==> src/rtl/adc_seq_pkg.sv <==
package adc_seq_pkg;
   localparam int GRP_W = 2;

   typedef enum logic [1:0] {ST_IDLE, ST_SAMP, ST_CONV, ST_WAIT} seq_state_t;

   typedef struct packed {
      logic       scan;
      logic [1:0] mode;
      logic       cont;
      logic [1:0] rate;
   } seq_cfg_t;

   function automatic logic [2:0] conv_total(input logic scan, input logic [1:0] mode);
      if (!scan) return 3'd1;
      return mode[0] ? 3'd4 : 3'd2;
   endfunction

   function automatic logic paired(input logic scan, input logic [1:0] mode);
      return scan & mode[1];
   endfunction
endpackage

==> src/rtl/adc_seq_plan.sv <==
module adc_seq_plan
   import adc_seq_pkg::*;
(
   input  logic             scan,
   input  logic [1:0]       mode,
   input  logic [1:0]       idx,
   output logic [GRP_W-1:0] cgrp,
   output logic [GRP_W-1:0] pgrp,
   output logic             unit,
   output logic             last,
   output logic             nxt_samp
);
   logic pair;
   assign pair     = paired(scan, mode);
   assign cgrp     = scan ? idx : mode;
   assign pgrp     = {idx[1], 1'b1};
   assign unit     = pair & idx[0];
   assign last     = ({1'b0, idx} == conv_total(scan, mode) - 3'd1);
   assign nxt_samp = !pair | idx[0];
endmodule

==> src/rtl/adc_seq_irq.sv <==
module adc_seq_irq #(
   parameter int CNT_W = 2
) (
   input  logic       clk,
   input  logic       rst_n,
   input  logic       clr,
   input  logic       seq_end,
   input  logic       cont,
   input  logic [1:0] rate,
   output logic       irq
);
   if (CNT_W < 2) begin : g_bad_cnt
      $error("adc_seq_irq: CNT_W must be at least 2");
   end

   logic [CNT_W-1:0] cnt_q, cnt_nx, mask;
   logic             hit;

   always_comb begin
      case (rate)
         2'b01:   mask = CNT_W'(1);
         2'b10:   mask = CNT_W'(3);
         default: mask = '0;
      endcase
   end

   assign cnt_nx = cnt_q + CNT_W'(1);
   assign hit    = ((cnt_nx & mask) == '0);

   always_ff @(posedge clk or negedge rst_n) begin
      if (!rst_n) begin
         cnt_q <= '0;
         irq   <= 1'b0;
      end else begin
         irq <= seq_end & (!cont | hit);
         if (clr)          cnt_q <= '0;
         else if (seq_end) cnt_q <= cnt_nx;
      end
   end
endmodule

==> src/rtl/adc_seq_fifo.sv <==
module adc_seq_fifo #(
   parameter int W     = 12,
   parameter int DEPTH = 4
) (
   input  logic         clk,
   input  logic         rst_n,
   input  logic         push,
   input  logic [W-1:0] din,
   input  logic         pop,
   output logic [W-1:0] dout,
   output logic         empty,
   output logic         full
);
   localparam int AW = $clog2(DEPTH);

   if (DEPTH < 2 || (DEPTH & (DEPTH - 1)) != 0) begin : g_bad_depth
      $error("adc_seq_fifo: DEPTH must be a power of two, at least 2");
   end

   logic [W-1:0]  mem [DEPTH];
   logic [AW-1:0] wr_q, rd_q;
   logic [AW:0]   cnt_q;
   logic          do_push, do_pop;

   assign empty   = (cnt_q == '0);
   assign full    = (cnt_q == (AW+1)'(DEPTH));
   assign do_push = push & !full;
   assign do_pop  = pop & !empty;
   assign dout    = mem[rd_q];

   for (genvar i = 0; i < DEPTH; i++) begin : g_slot
      always_ff @(posedge clk or negedge rst_n) begin
         if (!rst_n)                                 mem[i] <= '0;
         else if (do_push && wr_q == AW'(i))          mem[i] <= din;
      end
   end

   always_ff @(posedge clk or negedge rst_n) begin
      if (!rst_n) begin
         wr_q  <= '0;
         rd_q  <= '0;
         cnt_q <= '0;
      end else begin
         if (do_push) wr_q <= wr_q + AW'(1);
         if (do_pop)  rd_q <= rd_q + AW'(1);
         cnt_q <= cnt_q + (AW+1)'(do_push) - (AW+1)'(do_pop);
      end
   end
endmodule

==> src/rtl/adc_seq_ctrl.sv <==
module adc_seq_ctrl
   import adc_seq_pkg::*;
#(
   parameter int DATA_W     = 10,
   parameter int CH_W       = 2,
   parameter int FIFO_DEPTH = 4
) (
   input  logic                  clk,
   input  logic                  rst_n,
   input  logic                  start,
   input  logic                  halt,
   input  logic                  scan_en,
   input  logic [1:0]            mode,
   input  logic                  cont_en,
   input  logic [1:0]            irq_rate,
   input  logic [4*CH_W-1:0]     grp_sel,
   output logic [GRP_W+CH_W-1:0] mux0_sel,
   output logic [GRP_W+CH_W-1:0] mux1_sel,
   output logic                  sh0_strobe,
   output logic                  sh1_strobe,
   output logic                  conv_start,
   output logic                  conv_unit,
   input  logic                  conv_done,
   input  logic [DATA_W-1:0]     conv_data,
   output logic                  busy,
   output logic                  irq,
   input  logic                  rd_en,
   output logic [DATA_W-1:0]     rd_data,
   output logic [GRP_W-1:0]      rd_group,
   output logic                  buf_empty
);
   localparam int N_GRP  = 1 << GRP_W;
   localparam int ENT_W  = GRP_W + DATA_W;

   if (DATA_W < 1 || CH_W < 1) begin : g_bad_width
      $error("adc_seq_ctrl: DATA_W and CH_W must be positive");
   end

   seq_state_t       state_q;
   seq_cfg_t         cfg_q;
   logic [1:0]       idx_q;
   logic             stop_q;
   logic [CH_W-1:0]  sel_q [N_GRP];
   logic [GRP_W-1:0] cgrp, pgrp;
   logic             last, nxt_samp, load, push, seq_end, fifo_full;
   logic [ENT_W-1:0] head;

   assign load    = (state_q == ST_IDLE) && start;
   assign push    = (state_q == ST_WAIT) && conv_done;
   assign seq_end = push && last;

   for (genvar g = 0; g < N_GRP; g++) begin : g_sel
      always_ff @(posedge clk or negedge rst_n) begin
         if (!rst_n)    sel_q[g] <= '0;
         else if (load) sel_q[g] <= grp_sel[g*CH_W +: CH_W];
      end
   end

   adc_seq_plan i_plan (
      .scan     (cfg_q.scan),
      .mode     (cfg_q.mode),
      .idx      (idx_q),
      .cgrp     (cgrp),
      .pgrp     (pgrp),
      .unit     (conv_unit),
      .last     (last),
      .nxt_samp (nxt_samp)
   );

   always_ff @(posedge clk or negedge rst_n) begin
      if (!rst_n) begin
         state_q <= ST_IDLE;
         cfg_q   <= '0;
         idx_q   <= '0;
         stop_q  <= 1'b0;
      end else begin
         case (state_q)
            ST_IDLE: if (start) begin
               cfg_q   <= '{scan: scan_en, mode: mode, cont: cont_en, rate: irq_rate};
               idx_q   <= '0;
               stop_q  <= 1'b0;
               state_q <= ST_SAMP;
            end
            ST_SAMP: state_q <= ST_CONV;
            ST_CONV: state_q <= ST_WAIT;
            ST_WAIT: if (conv_done) begin
               if (last) begin
                  idx_q   <= '0;
                  state_q <= (cfg_q.cont && !stop_q && !halt) ? ST_SAMP : ST_IDLE;
               end else begin
                  idx_q   <= idx_q + 2'd1;
                  state_q <= nxt_samp ? ST_SAMP : ST_CONV;
               end
            end
            default: state_q <= ST_IDLE;
         endcase
         if (halt && state_q != ST_IDLE) stop_q <= 1'b1;
      end
   end

   assign busy       = (state_q != ST_IDLE);
   assign sh0_strobe = (state_q == ST_SAMP);
   assign sh1_strobe = (state_q == ST_SAMP) && paired(cfg_q.scan, cfg_q.mode);
   assign conv_start = (state_q == ST_CONV);
   assign mux0_sel   = {cgrp, sel_q[cgrp]};
   assign mux1_sel   = {pgrp, sel_q[pgrp]};

   adc_seq_irq #(.CNT_W(2)) i_irq (
      .clk     (clk),
      .rst_n   (rst_n),
      .clr     (load),
      .seq_end (seq_end),
      .cont    (cfg_q.cont),
      .rate    (cfg_q.rate),
      .irq     (irq)
   );

   adc_seq_fifo #(.W(ENT_W), .DEPTH(FIFO_DEPTH)) i_fifo (
      .clk   (clk),
      .rst_n (rst_n),
      .push  (push),
      .din   ({cgrp, conv_data}),
      .pop   (rd_en),
      .dout  (head),
      .empty (buf_empty),
      .full  (fifo_full)
   );

   assign rd_data  = head[DATA_W-1:0];
   assign rd_group = head[ENT_W-1 -: GRP_W];
endmodule

==> config.mk <==
export PLATFORM = sky130hd
export DESIGN_NAME = adc_seq_ctrl
export DESIGN_NICKNAME = d
export VERILOG_FILES = /design/src/rtl/adc_seq_pkg.sv /design/src/rtl/adc_seq_plan.sv /design/src/rtl/adc_seq_irq.sv /design/src/rtl/adc_seq_fifo.sv /design/src/rtl/adc_seq_ctrl.sv
export SDC_FILE = /design/constraint.sdc
export NUM_CORES = 1
export LEC_CHECK = 0
export BUFFER_PORTS_ARGS = -buffer_cell sky130_fd_sc_hd__buf_2
export CAP_MARGIN = 20
export CORE_UTILIZATION = 59
export DETAILED_ROUTE_END_ITERATION = 16
export HOLD_SLACK_MARGIN = 0.08
export PLACE_DENSITY = 0.88
export SLEW_MARGIN = 20
export SYNTH_ARGS = -nofsm -noshare
export SYNTH_HDL_FRONTEND = slang
export SYNTH_HIERARCHICAL = 1
export SYNTH_SLANG_ARGS = --single-unit
==> constraint.sdc <==
create_clock -name clk -period 3.4 [get_ports clk]
set_clock_uncertainty 0.2 [all_clocks]
set_input_delay 0.34 -clock clk [delete_from_list [all_inputs] [get_ports clk]]
set_output_delay 0.34 -clock clk [all_outputs]
set_load 0.02 [all_outputs]
# Word-level counts from Yosys, hierarchy flattened

Cells that the tools add are included.

Divide/modulo/power cells: 0
Equality and inequality tests: 12
$lt $le $gt $ge: 3
Shift-type cells: 0
$mul: 0
Add/subtract/negate cells: 7
Mux-type cells: 28
Bitwise gates (word level): 11
Reduce and logical (&&, ||, !) cells: 30

Operators with widths:

| cell                                                                  | number |
|---|---|
| 2-bit 2-to-1 mux                                                      | 14 |
| 12-bit binary-select mux with 2-bit select                            | 1 |
| 12-bit 2-to-1 mux                                                     | 2 |
| 1-bit logical AND                                                     | 11 |
| 2-bit equality test, second input constant                            | 5 |
| 2-bit nonzero test                                                    | 5 |
| 3-bit >= comparator, second input constant                            | 3 |
| 2-bit NOT with 3-bit output                                           | 3 |
| 2-bit by 1-bit adder with 2-bit output, second input constant         | 4 |
| 2-bit binary-select mux with 2-bit select                             | 2 |
| 2-bit case mux with 2 select lines                                    | 2 |
| 2-bit case mux with 4 select lines                                    | 1 |
| 2-bit by 1-bit equality test with 1-bit output, second input constant | 3 |
| 1-bit logical NOT                                                     | 6 |
| 2-bit logical NOT                                                     | 3 |
| 3-bit 2-to-1 mux                                                      | 2 |
| 2-bit AND reduction                                                   | 3 |
| 1-bit AND                                                             | 5 |
| 1-bit 2-to-1 mux                                                      | 4 |
| 2-bit != test, second input constant                                  | 2 |
| 3-bit by 1-bit adder with 3-bit output                                | 1 |
| 2-bit by 3-bit equality test with 1-bit output                        | 1 |
| 3-bit equality test, second input constant                            | 1 |
| 3-bit logical NOT                                                     | 1 |
| other kinds (5)                                                       | 6 |

Register bits: 77
Input port bits: 30
Output and inout bits: 27
Memories: 0
Word-level logic and storage cells: 111
RAM bits: 0
Latch bits: 0
Memory bits (read-only): 0

# Logic depth before layout (Yosys ltp)

Gate-level depths: netlist of the first run.

Depth in word-level cells: 7
Mapped depth: 12
Gate-level depth less buffers: 10

# Modules after synthesis

Netlist of the first run, hierarchy kept.

Modules (own cells, without submodules):

| module       | instances | cells an instance | area each (um^2) | sequential area each (um^2) |
|---|---|---|---|---|
| adc_seq_fifo | 1         | 333               | 3813.7           | 1376.3 |
| adc_seq_ctrl | 1         | 64                | 949.7            | 475.5 |
| adc_seq_irq  | 1         | 14                | 156.4            | 75.1 |
| adc_seq_plan | 1         | 12                | 77.6             | 0.0 |

# Worst setup path before layout of the first run

No wires, ideal clock.

Kind: flip-flop to output port
Start point: register cfg_q[5] (netlist name)
End point: output mux0_sel[0]
Data arrival time: 2040 ps
Setup slack: 820 ps
Path buffers: 0
Required time: 2860 ps
Stages on the path, launching flop included: 3
Cells stage by stage: dfrtp_1 -> o21ai_0 -> mux4_2

Cells in the longest elaborated chain, start to end: 5

Ends and longest elaborated chain:

| element                                             | RTL line            | text |
|---|---|---|
| start: declaration                                  | adc_seq_ctrl.sv:40  | `seq_cfg_t cfg_q;` |
| start signal: assignment                            | adc_seq_ctrl.sv:79  | `cfg_q <= '{scan: scan_en, mode: mode, cont: cont_en, rate: irq_rate};` |
| 2-bit 2-to-1 mux                                    | adc_seq_plan.sv:15  | `assign cgrp = scan ? idx : mode;` |
| named net mux0_sel[2]                               | adc_seq_ctrl.sv:17  | `output logic [GRP_W+CH_W-1:0] mux0_sel,` |
| 2-bit NOT with 3-bit output (not written as such)   | adc_seq_ctrl.sv:105 | `assign mux0_sel = {cgrp, sel_q[cgrp]};` |
| 2-bit binary-select mux with 2-bit select           | adc_seq_ctrl.sv:105 |  |
| 2-bit 2-to-1 mux (not written as such) (2 in a row) | adc_seq_ctrl.sv:105 |  |
| end: declaration                                    | adc_seq_ctrl.sv:17  |  |

The timed path passes the listed nets, and every way through them passes these cells. The select of a mux whose other input is x is not followed.

# Final worst setup path of the first run

Start point: register i_fifo.cnt_q[2]
End point: register i_fifo.cnt_q[2]

Cells in the longest elaborated chain, start to end: 5
Elaborated cells on any way between the ends: 8
Those cells by class: add/sub: 2; eq/ne: 1; bitwise: 2; reduce/logical: 3

Ends and longest elaborated chain:

| element                                     | RTL line           | text |
|---|---|---|
| start: declaration                          | adc_seq_fifo.sv:22 | `logic [AW:0] cnt_q;` |
| start signal: assignment                    | adc_seq_fifo.sv:46 | `cnt_q <= cnt_q + (AW+1)'(do_push) - (AW+1)'(do_pop);` |
| 3-bit equality test                         | adc_seq_fifo.sv:26 | `assign full = (cnt_q == (AW+1)'(DEPTH));` |
| named net fifo_full                         | adc_seq_ctrl.sv:45 | `logic last, nxt_samp, load, push, seq_end, fifo_full;` |
| 1-bit logical NOT                           | adc_seq_fifo.sv:27 | `assign do_push = push & !full;` |
| 1-bit AND                                   | adc_seq_fifo.sv:27 |  |
| 3-bit by 1-bit adder with 3-bit output      | adc_seq_fifo.sv:46 |  |
| 3-bit by 1-bit subtractor with 3-bit output | adc_seq_fifo.sv:46 |  |

The timed path passes the listed nets, and every way through them passes these cells.
A chain may end at the register's enable or synchronous reset.

==> impl_metrics.xml, run 1 <==
<?xml version="1.0" encoding="UTF-8"?>
<metrics>
  <group name="die">
    <metric name="chipWidth" unit="um">94.0</metric>
    <metric name="io-pin-count" unit="">57</metric>
    <metric name="die_h" unit="um">94.0</metric>
    <metric name="design.die.area" unit="sq um">8840</metric>
    <metric name="coreArea" unit="sq um">8220</metric>
    <metric name="floorplan.initialDensity" unit="%">60.8</metric>
    <metric name="rows" unit="">33</metric>
  </group>
  <group name="setup_path">
    <metric name="rr_startpoint" unit="">i_fifo/cnt_q[2]</metric>
    <metric name="worst_r2r_path_depth" unit="">9</metric>
    <metric name="worst_setup_path_start_kind" unit="">flip-flop</metric>
    <metric name="critical_path_required" unit="ns">3.43</metric>
    <metric name="cp.arrival" unit="ns">2.49</metric>
    <metric name="r2r_slack" unit="ns">0.94</metric>
    <metric name="worst_setup_path_end_kind" unit="">flip-flop</metric>
    <metric name="path_max_fanout" unit="">14</metric>
    <metric name="critical_path.startpoint" unit="">i_fifo/cnt_q[2]</metric>
    <metric name="critical_path.endpoint" unit="">i_fifo/cnt_q[2]</metric>
    <metric name="worstSetupPathType" unit="">flip-flop to flip-flop</metric>
    <metric name="timing.rr.end" unit="">i_fifo/cnt_q[2]</metric>
  </group>
  <group name="global_route">
    <metric name="global_route_total_overflow" unit="">0</metric>
    <metric name="grt_antenna_before_repair" unit="">0</metric>
    <metric name="gr-usage-met2" unit="%">45.1</metric>
    <metric name="grt_pass1_wl" unit="um">19300</metric>
    <metric name="grt_pass1_vias" unit="">3756</metric>
    <metric name="global_route.usage.met1" unit="%">39.0</metric>
    <metric name="grtUsageMet3" unit="%">4.29</metric>
    <metric name="gr-max-usage-layer" unit="">met2</metric>
    <metric name="grt_usage" unit="%">28.2</metric>
    <metric name="pin_count_of_the_biggest_net_entering_global_routing" unit="">102</metric>
  </group>
  <group name="power_and_ir_drop">
    <metric name="pwr-share-seq" unit="%">31.4</metric>
    <metric name="cellLeakagePower" unit="nW">2.18</metric>
    <metric name="comb_power_share" unit="%">55.8</metric>
    <metric name="p_sw_share" unit="%">42.6</metric>
    <metric name="power_density" unit="nW/um^2">1020</metric>
    <metric name="internal_power" unit="W">0.00328</metric>
    <metric name="clkPwrFrac" unit="%">12.8</metric>
    <metric name="worst_ir_drop_vdd" unit="mV">0.585</metric>
    <metric name="total_switching_power" unit="W">0.00243</metric>
  </group>
  <group name="sta">
    <metric name="fmax" unit="MHz">407</metric>
    <metric name="report.final.slew_viol_count" unit="">0</metric>
    <metric name="timing.slew.headroom" unit="%">32.5</metric>
    <metric name="hold_violations" unit="">0</metric>
    <metric name="grt_setup_unrepaired" unit="">no</metric>
    <metric name="setup-violations-final" unit="">0</metric>
    <metric name="fin_crit_sh" unit="%">72.3</metric>
    <metric name="worstMarginPinSlew" unit="ns">1.01</metric>
    <metric name="final_period_minus_worst_setup_slack" unit="ns">2.46</metric>
    <metric name="finalSetupTns" unit="ns">0</metric>
  </group>
  <group name="routing">
    <metric name="drtAntennaViolNets" unit="">0</metric>
    <metric name="finalWirelength" unit="um">11700</metric>
    <metric name="route.detailed.vias_per_inst" unit="">6.51</metric>
    <metric name="drc" unit="">0</metric>
    <metric name="detail_route.first_pass.iterations" unit="">4</metric>
    <metric name="initialDrtViolationCount" unit="">359</metric>
    <metric name="num_vias" unit="">3752</metric>
    <metric name="routedWlPerCell" unit="um">20.3</metric>
  </group>
  <group name="cts">
    <metric name="clock_slew_at_reported_path_ffs" unit="ns">0.09</metric>
    <metric name="ctsRootBufferMaster" unit="">sky130_fd_sc_hd__clkbuf_8</metric>
    <metric name="cts-buffers-inserted" unit="">9</metric>
    <metric name="cts.htree.levels" unit="">3</metric>
    <metric name="clk_latency" unit="ns">0.35</metric>
    <metric name="cts-root-to-sink-buffers" unit="">2</metric>
    <metric name="cts.sink_count" unit="">77</metric>
    <metric name="post-cts-setup-buffer-count" unit="">0</metric>
    <metric name="tritoncts" unit="">built</metric>
    <metric name="cts.repair.resized" unit="">0</metric>
  </group>
  <group name="place">
    <metric name="placement.io_buffers" unit="">55</metric>
    <metric name="placer_s_final_routability_congestion_estimate" unit="">0.733</metric>
    <metric name="place.detailed.instances" unit="">542</metric>
    <metric name="dp_hpwl" unit="um">6580</metric>
  </group>
  <group name="synth">
    <metric name="register_area_share_after_synthesis" unit="%">38.6</metric>
    <metric name="synth_nets" unit="">461</metric>
    <metric name="synth_cell_area" unit="sq um">5000</metric>
    <metric name="postSynth.asyncResetShare" unit="%">100</metric>
    <metric name="synth-edff-count" unit="">0</metric>
    <metric name="syn_inst" unit="">423</metric>
    <metric name="synth_area_per_cell" unit="sq um">11.8</metric>
    <metric name="yosys_most_used_dff" unit="">sky130_fd_sc_hd__dfrtp_1</metric>
    <metric name="ys_types" unit="">48</metric>
    <metric name="yosysWarnings" unit="">6</metric>
    <metric name="synth.ff_latch_count" unit="">77</metric>
  </group>
  <group name="final_layout">
    <metric name="syn2layout_area_growth" unit="%">11.7</metric>
    <metric name="finish.net_count" unit="">504</metric>
    <metric name="fillers" unit="">588</metric>
    <metric name="layout_common_cells" unit="">sky130_fd_sc_hd__dfrtp_1, sky130_fd_sc_hd__buf_2, sky130_fd_sc_hd__nand4bb_1, sky130_fd_sc_hd__nand3_1, sky130_fd_sc_hd__a21bo_2</metric>
    <metric name="antenna_cells" unit="">0</metric>
    <metric name="final_common_cell" unit="">sky130_fd_sc_hd__dfrtp_1</metric>
    <metric name="layout-drive-gt1-share" unit="%">37.6</metric>
    <metric name="final_cell_count_no_fill" unit="">576</metric>
    <metric name="area_of_combinational_cells_with_multiple_inputs" unit="sq um">2760</metric>
    <metric name="register_area" unit="sq um">1930</metric>
  </group>
  <group name="flow_run">
    <metric name="max_cap_violations" unit="">0</metric>
  </group>
  <group name="status">
    <metric name="run_status" unit="">finished clean</metric>
  </group>
  <group name="worst_hold_path">
    <metric name="worst_hold_path_type" unit="">input pin to flip-flop</metric>
    <metric name="min-delay-start" unit="">conv_data[6]</metric>
  </group>
</metrics>
-- power groups by stage --
stage                     logic, W  clock network (W)  registers [W]
final                      0.00319           0.000730        0.00180
after global routing       0.00344           0.000783        0.00185
after CTS                  0.00318           0.000739        0.00178
after detailed placement   0.00316                  0        0.00179
after global placement     0.00306                  0        0.00174
after floorplan            0.00267                  0        0.00159
-- layer usage --
layer,vias to the layer above,part of all wire [%]
met5,-,0
met3,21,4.5
met2,126,51
met4,0,2.0
met1,1893,43
li1,1712,-
-- Yosys cell counts, drive strengths merged (2+ instances only) --
cell	n	area share (%)
dfrtp	77	39
nand4bb	50	11
o211ai	50	8.4
a21bo	49	9.8
nand3	49	4.9
clkbuf	28	2.1
buf	20	3.3
mux4	16	7.2
mux2	15	4.0
inv	10	0.85
ha	7	1.8
nand2b	6	0.90
nand2	4	0.30
nand3b	4	0.60
xnor2	4	0.70
a21oi	3	0.30
nor2	3	0.23
a31o	2	0.35
and3	2	0.28
nor2b	2	0.25
o21ai	2	0.20
or2	2	0.30
xor2	2	0.35
-- registers in the layout (all words and copies together) (netlist names) --
signal,count
stop_q,1
idx_q,2
i_fifo/wr_q,2
i_fifo/mem,48
i_fifo/cnt_q,3
state_q,2
i_irq/irq,1
i_fifo/rd_q,2
cfg_q,6
sel_q,8
i_irq/cnt_q,2
-- worst min-delay path by stage --
stage	to	depth (start not counted)	slack, ns
finish	i_fifo/mem[30]	3	0.10
global route	i_fifo/mem[37]	3	0.11
CTS	i_fifo/mem[30]	3	0.09
detailed placement	stop_q	2	0.30
global placement	stop_q	2	0.28
floorplan	cfg_q[0]	0	-0.16
-- kinds of logic (layout without fill, tap and decap cells) --
kind of cell,after synthesis,after routing,share of synthesized area [%]
and+or+nand+nor,130,130,20.5
AOI/OAI and AO/OA,112,112,20.2
DFF,77,77,38.6
buffers and inverters,58,106,6.28
muxes,31,31,11.2
adders and majority gates,8,8,2.15
xor gates and xnor gates,6,6,1.05
other,1,1,0.0750
-- per-stage QoR --
step	power, W	hold slack, ns	area [sq um]	util (%)	setup WS (ns)
global route	0.00608	0.109	5580	67.9	0.766
detailed placement	0.00495	0.297	5190	63.1	0.935
global placement	0.00480	0.278	5190	63.1	1.04
finish	0.00572	0.103	5580	67.9	0.941
floorplan	0.00426	-0.156	5000	-	0.820
CTS	0.00570	0.0916	5580	67.9	0.916
-- final cells by class --
type                    count  area share (%)
multi-input cells         288            49.4
flip-flops and latches     77            34.5
repair buffers             80            9.21
clock buffers              11            2.71
well taps                 105            2.35
clock inverters             5            1.05
inverters                  10           0.762
-- timing repair --
item,4_1_cts,5_1_grt
hold endpoints to repair,94,0
hold buffers,18,0
endpoints found under the setup margin,0,0
-- worst max-delay path, stage by stage (launching register included) --
cell	delay [ns]
sky130_fd_sc_hd__dfrtp_1	0.62
sky130_fd_sc_hd__nor3b_4	0.27
sky130_fd_sc_hd__nand2b_1	0.13
sky130_fd_sc_hd__ha_1	0.22
sky130_fd_sc_hd__inv_1	0.06
sky130_fd_sc_hd__ha_1	0.13
sky130_fd_sc_hd__inv_1	0.05
sky130_fd_sc_hd__fa_1	0.37
sky130_fd_sc_hd__xnor2_1	0.15
sky130_fd_sc_hd__xnor2_1	0.14
(Power assumes the default switching activity.)
==> inputs of run 2 (changes only) <==
Settings changed: ABC_AREA from default to 1, CORE_UTILIZATION 59 to 52, PLACE_DENSITY 0.88 to 0.84.
Clock period 3.4 ns to 2.2 ns, I/O delays scaled along.
==> impl_metrics.xml, run 2 <==
<?xml version="1.0" encoding="UTF-8"?>
<metrics>
  <group name="synth">
    <metric name="syn_inst" unit="">515</metric>
    <metric name="synth_cell_area" unit="sq um">4110</metric>
    <metric name="synth_area_per_cell" unit="sq um">7.99</metric>
    <metric name="synth_nets" unit="">553</metric>
    <metric name="yosysWarnings" unit="">6</metric>
  </group>
  <group name="sta">
    <metric name="grt_setup_unrepaired" unit="">yes</metric>
    <metric name="final_period_minus_worst_setup_slack" unit="ns">2.11</metric>
    <metric name="setup-violations-final" unit="">0</metric>
    <metric name="report.final.slew_viol_count" unit="">0</metric>
    <metric name="fin_crit_sh" unit="%">95.9</metric>
    <metric name="worstMarginPinSlew" unit="ns">0.674</metric>
    <metric name="hold_violations" unit="">0</metric>
    <metric name="finalSetupTns" unit="ns">0</metric>
    <metric name="timing.slew.headroom" unit="%">55.1</metric>
    <metric name="fmax" unit="MHz">474</metric>
  </group>
  <group name="die">
    <metric name="rows" unit="">32</metric>
    <metric name="design.die.area" unit="sq um">8270</metric>
    <metric name="die_h" unit="um">90.9</metric>
    <metric name="io-pin-count" unit="">57</metric>
    <metric name="coreArea" unit="sq um">7690</metric>
    <metric name="floorplan.initialDensity" unit="%">53.5</metric>
    <metric name="chipWidth" unit="um">90.9</metric>
  </group>
  <group name="global_route">
    <metric name="grt_pass1_vias" unit="">3749</metric>
    <metric name="grt_antenna_before_repair" unit="">0</metric>
    <metric name="grt_pass1_wl" unit="um">17400</metric>
    <metric name="grt_usage" unit="%">26.6</metric>
    <metric name="global_route_total_overflow" unit="">0</metric>
    <metric name="pin_count_of_the_biggest_net_entering_global_routing" unit="">78</metric>
  </group>
  <group name="power_and_ir_drop">
    <metric name="internal_power" unit="W">0.00380</metric>
    <metric name="pwr-share-seq" unit="%">34.8</metric>
    <metric name="cellLeakagePower" unit="nW">2.60</metric>
    <metric name="clkPwrFrac" unit="%">14.8</metric>
    <metric name="p_sw_share" unit="%">47.0</metric>
    <metric name="power_density" unit="nW/um^2">1460</metric>
    <metric name="worst_ir_drop_vdd" unit="mV">0.701</metric>
    <metric name="comb_power_share" unit="%">50.4</metric>
    <metric name="total_switching_power" unit="W">0.00336</metric>
  </group>
  <group name="cts">
    <metric name="tritoncts" unit="">built</metric>
    <metric name="ctsRootBufferMaster" unit="">sky130_fd_sc_hd__clkbuf_8</metric>
    <metric name="cts.htree.levels" unit="">3</metric>
    <metric name="cts-buffers-inserted" unit="">9</metric>
    <metric name="cts-root-to-sink-buffers" unit="">2</metric>
    <metric name="clock_slew_at_reported_path_ffs" unit="ns">0.07</metric>
    <metric name="cts.sink_count" unit="">77</metric>
    <metric name="clk_latency" unit="ns">0.35</metric>
  </group>
  <group name="setup_path">
    <metric name="cp.arrival" unit="ns">2.15</metric>
    <metric name="worst_setup_path_end_kind" unit="">flip-flop</metric>
    <metric name="crit_path_frequent_cell" unit="">sky130_fd_sc_hd__inv_1</metric>
    <metric name="critical_path_required" unit="ns">2.24</metric>
    <metric name="critical_path_buf_inv_count" unit="">3</metric>
    <metric name="maximum_cell_stage_delay_along_the_critical_path" unit="ns">0.40</metric>
    <metric name="cells_traversed_along_the_worst_timing_path" unit="">nor2_2 -&gt; nand2_1 -&gt; nand2_2 -&gt; inv_1 -&gt; ha_1 -&gt; inv_1 -&gt; ha_1 -&gt; inv_1 -&gt; fa_1 -&gt; xor2_1</metric>
    <metric name="path_max_fanout" unit="">3</metric>
    <metric name="r2r_slack" unit="ns">0.09</metric>
    <metric name="path_delay_family" unit="">adder cells</metric>
    <metric name="worst_setup_path_start_kind" unit="">flip-flop</metric>
    <metric name="worstSetupPathType" unit="">flip-flop to flip-flop</metric>
    <metric name="cell_at_the_slowest_stage_of_the_critical_path" unit="">sky130_fd_sc_hd__dfrtp_1</metric>
  </group>
  <group name="final_layout">
    <metric name="largest_register" unit="">i_fifo/mem</metric>
    <metric name="syn2layout_area_growth" unit="%">19.6</metric>
    <metric name="antenna_cells" unit="">0</metric>
    <metric name="layout-drive-gt1-share" unit="%">20.7</metric>
    <metric name="number_of_flip_flops_under_the_largest_register_name" unit="">48</metric>
    <metric name="finish.net_count" unit="">632</metric>
    <metric name="layout_common_cells" unit="">sky130_fd_sc_hd__nand2_1, sky130_fd_sc_hd__dfrtp_1, sky130_fd_sc_hd__buf_2, sky130_fd_sc_hd__nor2_1, sky130_fd_sc_hd__nand4_1</metric>
    <metric name="reg_top3" unit="">i_fifo/mem x48, sel_q x8, cfg_q x6</metric>
    <metric name="final_cell_count_no_fill" unit="">701</metric>
    <metric name="final_common_cell" unit="">sky130_fd_sc_hd__nand2_1</metric>
  </group>
  <group name="routing">
    <metric name="met1Wirelength" unit="um">4380</metric>
    <metric name="route.met2.wl" unit="um">5010</metric>
    <metric name="drc" unit="">0</metric>
    <metric name="finalWirelength" unit="um">10300</metric>
    <metric name="drtAntennaViolNets" unit="">0</metric>
    <metric name="route.detailed.vias_per_inst" unit="">5.50</metric>
    <metric name="initialDrtViolationCount" unit="">391</metric>
    <metric name="route.top_layer_used" unit="">met4</metric>
    <metric name="detail_route.first_pass.iterations" unit="">5</metric>
    <metric name="met3_wirelength" unit="um">578</metric>
    <metric name="num_vias" unit="">3859</metric>
    <metric name="routedWlPerCell" unit="um">14.6</metric>
  </group>
  <group name="flow_run">
    <metric name="max_cap_violations" unit="">0</metric>
  </group>
  <group name="place">
    <metric name="dp_hpwl" unit="um">6290</metric>
    <metric name="placement.io_buffers" unit="">55</metric>
    <metric name="placer_s_final_routability_congestion_estimate" unit="">0.851</metric>
    <metric name="place.detailed.instances" unit="">655</metric>
  </group>
  <group name="worst_hold_path">
    <metric name="worst_hold_path_type" unit="">input pin to asynchronous set/reset pin</metric>
  </group>
  <group name="status">
    <metric name="run_status" unit="">finished clean</metric>
  </group>
</metrics>
## run 2: final timing paths
path / startpoint / end / depth (start not counted)
max reg2reg: i_fifo/cnt_q[0] / i_fifo/cnt_q[2] / 10
min: rst_n / i_fifo/mem[12] / 3
min reg2reg: i_fifo/mem[25] / i_fifo/mem[25] / 2
max: i_fifo/cnt_q[0] / i_fifo/cnt_q[2] / 10
max in group asynchronous: rst_n / cfg_q[5] / 3
min in group clk: i_fifo/mem[25] / i_fifo/mem[25] / 2
## run 2: repair_timing
item | 4_1_cts | 5_1_grt
setup buffers | 0 | 1
hold endpoints to repair | 137 | 0
endpoints found under the setup margin | 0 | 25
resized for setup | 0 | 10
hold buffers | 29 | 0
## run 2: metal layers
metal,GRT usage (%),up-vias
met5,0,-
met4,13.6,0
met3,4.61,29
met2,42.7,153
met1,34.7,1844
li1,-,1833
## run 2: tightest hold or removal path: cells and delay by family
| kind | cells | cell delay (ns) |
|---|---|---|
| buf+inv | 3 | 0.97 |
## run 2: area by class of cell
class	instances	area (sq um)
clock buffer	11	131
clock inverter	5	60.1
multi-input combinational	372	1830
sequential	77	1930
tap	102	128
fill	636	2770
inverter	34	138
timing repair buffer	100	704
## run 2: stage by stage
step	area (sq um)	hold slack, ns	util [%]	total power, W	worst slack, ns
2_1_floorplan	4130	-0.276	-	0.00503	-0.0251
3_3_place_gp	4410	0.0763	57.4	0.00582	0.145
3_5_place_dp	4410	0.0739	57.4	0.00597	0.106
4_1_cts	4890	0.252	63.7	0.00708	0.0112
5_1_grt	4920	0.279	64.0	0.00773	-0.00524
6_report	4920	0.232	64.0	0.00717	0.0901
## run 2: power groups by stage
stage | Sequential (W) | Clock, W | Combinational (W)
floorplan | 0.00239 | 0 | 0.00264
global placement | 0.00247 | 0 | 0.00335
detailed placement | 0.00249 | 0 | 0.00348
CTS | 0.00247 | 0.00107 | 0.00354
global route | 0.00257 | 0.00113 | 0.00403
finish | 0.00249 | 0.00106 | 0.00361
